[src/rtl/hpn_pkg.sv]
package hpn_pkg;
    localparam int SRC_EXP  = 8;
    localparam int SRC_FRAC = 23;
    localparam int DST_EXP  = 5;
    localparam int DST_FRAC = 10;

    typedef enum logic [2:0] {
        K_ZERO,
        K_TINY,
        K_NORM,
        K_INF,
        K_QNAN,
        K_SNAN
    } kind_e;

    typedef enum logic {
        ST_IDLE,
        ST_EMIT
    } out_state_e;
endpackage

[src/rtl/hpn_classify.sv]
module hpn_classify
    import hpn_pkg::*;
#(
    parameter int SE = SRC_EXP,
    parameter int SF = SRC_FRAC
) (
    input  logic [SE-1:0] exp_i,
    input  logic [SF-1:0] frac_i,
    output kind_e         kind_o
);
    logic exp_zero;
    logic exp_full;
    logic frac_zero;

    always_comb begin
        exp_zero  = (exp_i == '0);
        exp_full  = (exp_i == '1);
        frac_zero = (frac_i == '0);
        if (exp_zero && frac_zero)      kind_o = K_ZERO;
        else if (exp_zero)              kind_o = K_TINY;
        else if (exp_full && frac_zero) kind_o = K_INF;
        else if (exp_full)              kind_o = frac_i[SF-1] ? K_QNAN : K_SNAN;
        else                            kind_o = K_NORM;
    end
endmodule

[src/rtl/hpn_round.sv]
module hpn_round
    import hpn_pkg::*;
#(
    parameter int SE = SRC_EXP,
    parameter int SF = SRC_FRAC,
    parameter int DE = DST_EXP,
    parameter int DF = DST_FRAC
) (
    input  logic [SE-1:0]    exp_i,
    input  logic [SF-1:0]    frac_i,
    output logic [DE+DF-1:0] mag_o
);
    localparam int BIAS_S = (1 << (SE - 1)) - 1;
    localparam int BIAS_D = (1 << (DE - 1)) - 1;
    localparam int EMIN_D = 1 - BIAS_D;
    localparam int DROP   = SF - DF;
    localparam int CAP    = SF + 3;
    localparam int W      = SF + 1;
    localparam int Z      = CAP + 1;
    localparam int EW     = SE + 2;
    localparam int MW     = DE + DF + 2;

    logic signed [EW-1:0]  e_unb;
    logic                  in_range;
    logic                  too_big;
    int                    sh;
    logic [W+Z-1:0]        shifted;
    logic [W-1:0]          kept;
    logic                  guard;
    logic                  sticky;
    logic                  bump;
    logic [MW-1:0]         base;
    logic [MW-1:0]         sum;
    logic [DE+DF-1:0]      inf_mag;

    always_comb begin
        e_unb    = $signed({2'b00, exp_i}) - EW'(BIAS_S);
        in_range = (int'(e_unb) >= EMIN_D);
        too_big  = (int'(e_unb) > BIAS_D);
        if (in_range) sh = DROP;
        else          sh = DROP + (EMIN_D - int'(e_unb));
        if (sh > CAP) sh = CAP;
        shifted  = {1'b1, frac_i, {Z{1'b0}}} >> sh;
        kept     = shifted[W+Z-1:Z];
        guard    = shifted[Z-1];
        sticky   = |shifted[Z-2:0];
        bump     = guard & (sticky | kept[0]);
        base     = in_range ? (MW'(int'(e_unb) + BIAS_D - 1) << DF) : '0;
        sum      = base + MW'(kept) + MW'(bump);
        inf_mag  = {{DE{1'b1}}, {DF{1'b0}}};
        if (too_big || (sum >= MW'(inf_mag))) mag_o = inf_mag;
        else                                  mag_o = sum[DE+DF-1:0];
    end
endmodule

[src/rtl/hpn_out_stage.sv]
module hpn_out_stage
    import hpn_pkg::*;
#(
    parameter int DW = 16
) (
    input  logic          clk,
    input  logic          rst_n,
    input  logic          load,
    input  logic [DW-1:0] d_word,
    input  logic          d_inv,
    output logic          valid,
    output logic [DW-1:0] word,
    output logic          inv
);
    out_state_e state_q;
    out_state_e state_d;

    always_comb begin
        unique case (state_q)
            ST_IDLE: state_d = load ? ST_EMIT : ST_IDLE;
            ST_EMIT: state_d = load ? ST_EMIT : ST_IDLE;
            default: state_d = ST_IDLE;
        endcase
    end

    always_ff @(posedge clk) begin
        if (!rst_n) state_q <= ST_IDLE;
        else        state_q <= state_d;
    end

    always_ff @(posedge clk) begin
        if (!rst_n) begin
            word <= '0;
            inv  <= 1'b0;
        end else if (load) begin
            word <= d_word;
            inv  <= d_inv;
        end
    end

    assign valid = (state_q == ST_EMIT);
endmodule

[src/rtl/sp_to_hp_narrow.sv]
module sp_to_hp_narrow
    import hpn_pkg::*;
#(
    parameter int SE = SRC_EXP,
    parameter int SF = SRC_FRAC,
    parameter int DE = DST_EXP,
    parameter int DF = DST_FRAC
) (
    input  logic                clk,
    input  logic                rst_n,
    input  logic                in_valid,
    input  logic [SE+SF:0]      in_word,
    input  logic                dflt_nan,
    output logic                out_valid,
    output logic [DE+DF:0]      out_word,
    output logic                out_invalid
);
    localparam int DROP   = SF - DF;
    localparam int DW     = DE + DF + 1;
    localparam int BIAS_S = (1 << (SE - 1)) - 1;
    localparam int BIAS_D = (1 << (DE - 1)) - 1;
    localparam int OVF_E  = BIAS_S + BIAS_D + 1;

    logic              sgn;
    logic [SE-1:0]     exp_f;
    logic [SF-1:0]     frac_f;
    kind_e             kind;
    logic [DE+DF-1:0]  mag;
    logic [DW-1:0]     res;
    logic              res_inv;

    assign sgn    = in_word[SE+SF];
    assign exp_f  = in_word[SE+SF-1:SF];
    assign frac_f = in_word[SF-1:0];

    hpn_classify #(.SE(SE), .SF(SF)) u_cls (
        .exp_i  (exp_f),
        .frac_i (frac_f),
        .kind_o (kind)
    );

    hpn_round #(.SE(SE), .SF(SF), .DE(DE), .DF(DF)) u_rnd (
        .exp_i  (exp_f),
        .frac_i (frac_f),
        .mag_o  (mag)
    );

    always_comb begin
        res_inv = 1'b0;
        unique case (kind)
            K_ZERO, K_TINY: res = {sgn, {(DE+DF){1'b0}}};
            K_INF:          res = {sgn, {DE{1'b1}}, {DF{1'b0}}};
            K_QNAN, K_SNAN: begin
                res_inv = (kind == K_SNAN);
                if (dflt_nan) res = {1'b0, {DE{1'b1}}, 1'b1, {(DF-1){1'b0}}};
                else          res = {sgn, {DE{1'b1}}, 1'b1, frac_f[SF-2:DROP]};
            end
            default:        res = {sgn, mag};
        endcase
    end

    hpn_out_stage #(.DW(DW)) u_out (
        .clk    (clk),
        .rst_n  (rst_n),
        .load   (in_valid),
        .d_word (res),
        .d_inv  (res_inv),
        .valid  (out_valid),
        .word   (out_word),
        .inv    (out_invalid)
    );


    lat_follow_chk: assert property (@(posedge clk) disable iff (!rst_n)
        out_valid == $past(in_valid));


    zero_sign_chk: assert property (@(posedge clk) disable iff (!rst_n)
        (in_valid && in_word[SE+SF-1:0] == '0) |=>
        out_word == {$past(in_word[SE+SF]), {(DE+DF){1'b0}}});


    inf_map_chk: assert property (@(posedge clk) disable iff (!rst_n)
        (in_valid && in_word[SE+SF-1:SF] == '1 && in_word[SF-1:0] == '0) |=>
        out_word[DE+DF-1:0] == {{DE{1'b1}}, {DF{1'b0}}});


    dflt_nan_chk: assert property (@(posedge clk) disable iff (!rst_n)
        (in_valid && dflt_nan && in_word[SE+SF-1:SF] == '1 && in_word[SF-1:0] != '0) |=>
        out_word == {1'b0, {DE{1'b1}}, 1'b1, {(DF-1){1'b0}}});


    snan_flag_chk: assert property (@(posedge clk) disable iff (!rst_n)
        in_valid |=> out_invalid == $past(in_word[SE+SF-1:SF] == '1 &&
                                          !in_word[SF-1] && in_word[SF-1:0] != '0));


    ovf_inf_chk: assert property (@(posedge clk) disable iff (!rst_n)
        (in_valid && in_word[SE+SF-1:SF] != '1 && int'(in_word[SE+SF-1:SF]) >= OVF_E) |=>
        out_word[DE+DF-1:0] == {{DE{1'b1}}, {DF{1'b0}}});


    hold_chk: assert property (@(posedge clk) disable iff (!rst_n)
        !$past(in_valid) |-> ($stable(out_word) && $stable(out_invalid)));
endmodule

[config.mk]
export PLATFORM = sky130hd
export DESIGN_NAME = sp_to_hp_narrow
export DESIGN_NICKNAME = d
export VERILOG_FILES = /design/src/rtl/hpn_pkg.sv /design/src/rtl/hpn_classify.sv /design/src/rtl/hpn_round.sv /design/src/rtl/hpn_out_stage.sv /design/src/rtl/sp_to_hp_narrow.sv
export SDC_FILE = /design/constraint.sdc
export NUM_CORES = 1
export LEC_CHECK = 0
export ABC_AREA = 1
export BUFFER_PORTS_ARGS = -buffer_cell sky130_fd_sc_hd__buf_4
export CORE_MARGIN = 2
export CORE_UTILIZATION = 40
export DETAILED_ROUTE_END_ITERATION = 6
export RECOVER_POWER = 50
export SLEW_MARGIN = 15
export SYNTH_ARGS = -nofsm -noshare
export SYNTH_HDL_FRONTEND = slang
export SYNTH_SLANG_ARGS = --single-unit
[constraint.sdc]
create_clock -name clk -period 5.4 [get_ports clk]
set_clock_uncertainty 0.15 [all_clocks]
set_input_delay 0.27 -clock clk [delete_from_list [all_inputs] [get_ports clk]]
set_output_delay 0.27 -clock clk [all_outputs]
set_load 0.02 [all_outputs]
Word-level counts from Yosys, hierarchy flattened

Cells that the tools add are included.

Add/sub/neg operators: 7
$lt $le $gt $ge: 4
Eq/ne operators: 5
Shift operators: 1
Mux-type cells: 13
Bitwise operators: 2
Reductions and logical operators: 9

Operator list:

| operator                                                            | count |
|---|---|
| two-way mux 32 bit                                                  | 2 |
| >> shifter 51 x 32 -> 44 bit                                        | 1 |
| one-hot mux 16 bit (3 select lines)                                 | 1 |
| adder 5 x 32 -> 32 bit, first input constant                        | 1 |
| > comparator 32 x 6 -> 1 bit, second input constant                 | 1 |
| OR reduction 26 bit                                                 | 1 |
| logical NOT 23 bit                                                  | 1 |
| adder 17 x 1 -> 17 bit                                              | 1 |
| adder 17 bit                                                        | 1 |
| greater-or-equal comparator 17 x 15 -> 1 bit, second input constant | 1 |
| two-way mux 17 bit                                                  | 1 |
| two-way mux 16 bit                                                  | 1 |
| two-way mux 15 bit                                                  | 1 |
| two-way mux 3 bit                                                   | 4 |
| subtractor 5 x 9 -> 10 bit, first input constant                    | 1 |
| greater-or-equal comparator 9 x 5 -> 1 bit, second input constant   | 1 |
| > comparator 9 x 5 -> 1 bit, second input constant                  | 1 |
| subtractor 8 x 7 -> 9 bit, second input constant                    | 1 |
| equality test 8 bit, second input constant                          | 1 |
| logical NOT 8 bit                                                   | 1 |
| adder 7 x 5 -> 7 bit, second input constant                         | 1 |
| subtractor 7 x 2 -> 7 bit, second input constant                    | 1 |
| equality test 3 bit, second input constant                          | 2 |
| OR reduction 2 bit                                                  | 2 |
| other kinds (8)                                                     | 11 |

Flip-flop bits (word level): 18
Output and inout port bits: 18

Longest topological paths before layout

Depth after elaboration: 15
Depth in mapped cells: 50

Hierarchy

A second synthesis with hierarchy kept.

Cell total of the unflattened synthesis: 781
Area total of the unflattened synthesis: 4103.9 sq um

By module, submodules not included:

| module          | instances | cells an instance | area an instance (sq um) | sequential area each (sq um) |
|---|---|---|---|---|
| hpn_round       | 1         | 563               | 2886.5                   | 0.0 |
| hpn_out_stage   | 1         | 111               | 747.0                    | 360.3 |
| sp_to_hp_narrow | 1         | 71                | 314.1                    | 0.0 |
| hpn_classify    | 1         | 36                | 156.4                    | 0.0 |

Worst setup path before layout

No wires, ideal clock.

Path kind: input to register
Start point: input in_word[23]
End point: register u_out.word[8]
Data arrival time: 5.333 ns
Data required time: 5.180 ns
Setup slack: -0.153 ns
Stages: 41
Buffers on the path: 2
Cells stage by stage: inv_1 > ha_1 > inv_1 > ha_1 > inv_1 > nand2_1 > nand3_1 > nand2_1 > nand2_1 > nand2_1 > nand3_2 > nor2_2 > nand2_1 > ha_1 > nor4_1 > nand2_1 > nand2_1 > nand2_1 > [5 not listed] > nand2_1 > inv_1 > clkbuf_1 > clkbuf_1 > a31o_2 > inv_1 > nor2_1 > ha_1 > a21oi_1 > inv_1 > a211oi_1 > o21ai_1 > xor2_1 > nor2_4 > nand2_2 > inv_2 > nand2_1 > a21oi_1

Longest elaborated chain between the ends: 15
Elaborated cells on any way between the ends: 36

RTL lines:

| item                                                                            | line                  | text |
|---|---|---|
| start: declaration                                                              | sp_to_hp_narrow.sv:12 | `input logic [SE+SF:0] in_word,` |
| parallel branches: the longest is 14 deep, another holds adder 5 x 32 -> 32 bit | --                    |  |
| one-hot mux 16 bit (3 select lines) *                                           | sp_to_hp_narrow.sv:50 | `unique case (kind)` |
| end signal: assignment                                                          | hpn_out_stage.sv:36   | `word <= d_word;` |
| end: declaration                                                                | hpn_out_stage.sv:12   | `output logic [DW-1:0] word,` |

Every way passes the cells marked *.
A chain may end at the register's enable or synchronous reset.

Worst setup path in the final report

Start point: input in_word[23]
End point: register u_out.word[7]

Same word-level chain as after synthesis.

==> reports/metrics.cfg <==
[worst_setup_path]
cp_slowest_cell=ha_1
worstSetupPathType=input pin to flop
worstPathArrival_ns=5.46
slowest_delay_ns=0.36
worst_setup_path_start_kind=input pin
cp.required_ns=5.44
endpoint_kind=flop
crit_top_cell=nand2_1
path_max_fanout=7

[placed_design]
place_inst=1152
dp_hpwl_um=12800
port_buffers=53
place_area_mm2=0.00594
gp_congestion=0.944
pre_cts_ws_ns=-0.609

[timing]
fmax_mhz=185
maxSlewHeadroom_pct=58.8
finalHoldViolations=0
setup_violations=7
fin_crit_sh_pct=100
fin_ws_ns=-0.0143
tightest_slew_ns=0.613
hold_slack_ns=0.173
finalSetupTns_ns=-0.0619
period_minus_slack_ns=5.41
slew_violations=0
rsz0062_at_grt=yes

[finish]
instances_no_fill=1179
num-nets-final=1099
stdcell_area_mm2=0.00705
final_common_cell=nand2_1
area_growth_pct=59.6
layout_common_cells=nand2_1, buf_4, nand3_1
final_util_pct=65.3
drive_gt1_share_pct=40.1
num_antenna_cells=0

[logic_synthesis]
synth_area_mm2=0.00441
yosysWarnings=0
synth-seq-cells=18
synthesis.instances=844
synth_cell_types=39
yosysSeqAreaShare_pct=8.16
synth_edf_count=0
synth_top_cell_by_area=nand3_1
yosys-top-cells-area=nand3_1, nand2_1, dfxtp_1
synth_ff_type=dfxtp_1
async_reset_ff_share_pct=0
synth_nets=903
synth_top_area_share_pct=22.3
avgSynthCellArea_um2=5.23

[floorplan]
start_util_pct=40.9
num_io_pins=54
die_y_um=109
row_count=38
core-area_mm2=0.0108
die_width_um=109
fp.dieArea_mm2=0.0119

[drt]
drc=0
postRouteWirelength_um=17200
via_count=6389
vias_per_cell=5.42
first_pass_iters=5
ant_nets=0
drtIter0Drc=561
wl_per_cell_um=14.6

[grt]
track_usage_pct=26.6
antenna_found_initial=0
grt_pass1_wl_um=25500
grt_pass1_vias=5524
grt_overflow=0
grt_max_degree=29

[clocking]
cts_buffers=3
clock_path_buffers=2
cts_tree=yes
clock_latency_ns=0.26
htree_levels=1
clk_pin_slew_ns=0.07
clock-sinks=18
clockRootBuffer=clkbuf_8

[status]
violations=setup timing
status=finished with violations

[power]
p_leak_nw=3.56
ir_drop_mv=0.137
pwr_density_cell_mw_per_mm2=165
total_power_mw=1.16

[hold_path]
hold_path_class=input pin to flop

[job]
drv_cap=0

-- final timing paths --
check                    to     startpoint  depth (start not counted)  slack [ns]
min reg2reg       u_out.inv      u_out.inv                          2        0.33
max reg2reg   u_out.word[0]  u_out.word[0]                          2        4.58
min          u_out.word[15]    in_word[31]                          3        0.17
max           u_out.word[7]    in_word[23]                         47       -0.01
-- cell usage after synthesis, types with 7 or more instances --
cell and instances:
buf_2 15, o21ai_0 35, nor3_1 8, a21oi_1 35, clkbuf_1 9, nand2_1 261
nor4_1 7, nand3_1 197, nor2_1 53, nand4_1 18, ha_1 23, nand2_2 13
inv_1 76, inv_2 9, dfxtp_1 18, nand3_2 8
-- cell families after synthesis --
group	after synthesis	synth area share (%)
AOI/OAI and AO/OA	89	10.9
xor gates and xnor gates	8	1.59
adders and majority gates	23	6.52
buffers and inverters	121	11.8
DFF	18	8.16
and+or+nand+nor	585	61.0
-- sequential cells by signal, summed over array words and instances, names as in the netlist --
name / count
u_out.inv: 1
u_out.valid: 1
u_out.word: 16
-- layer usage --
| metal | up-vias | share of wire (%) | GRT usage, % |
|---|---|---|---|
| met4 | 0 | 1.7 | 6.23 |
| met1 | 2940 | 44 | 36.0 |
| li1 | 3217 | - | - |
| met3 | 28 | 6.0 | 3.41 |
| met2 | 204 | 48 | 44.6 |
| met5 | - | 0 | 0 |
-- final cells by class --
cell class | instances | area, um^2
clock buffers | 4 | 55.1
fillers | 1011 | 3750
inverters | 87 | 360
multi-input cells | 707 | 4340
flip-flops and latches | 18 | 360
well taps | 140 | 175
repair buffers | 223 | 1760
-- timing repair --
item / 4_1_cts / 5_1_grt
endpoints found under the hold margin: 0 / 0
endpoints found under the setup margin: 15 / 15
setup buffers: 9 / 12
hold buffers: 0 / 0
gates resized for setup: 39 / 171
cloned: 2 / 1
pin swaps: 20 / 63
-- worst max-delay path, delay by kind of cell --
family	cells	cell delay [ns]
buffers and inverters	7	0.70
XOR/XNOR	1	0.19
AND/OR/NAND/NOR	28	2.59
adder cells (fa/ha/maj)	4	0.86
AO/OA/AOI/OAI	7	0.84
-- where the power goes --
| group | leakage, nW | internal [mW] | switching (mW) |
|---|---|---|---|
| Clock | 0.0288 | 0.0649 | 0.0482 |
| Combinational | 3.38 | 0.379 | 0.522 |
| Sequential | 0.149 | 0.142 | 0.00434 |
Power figures use the tool's default switching activity.
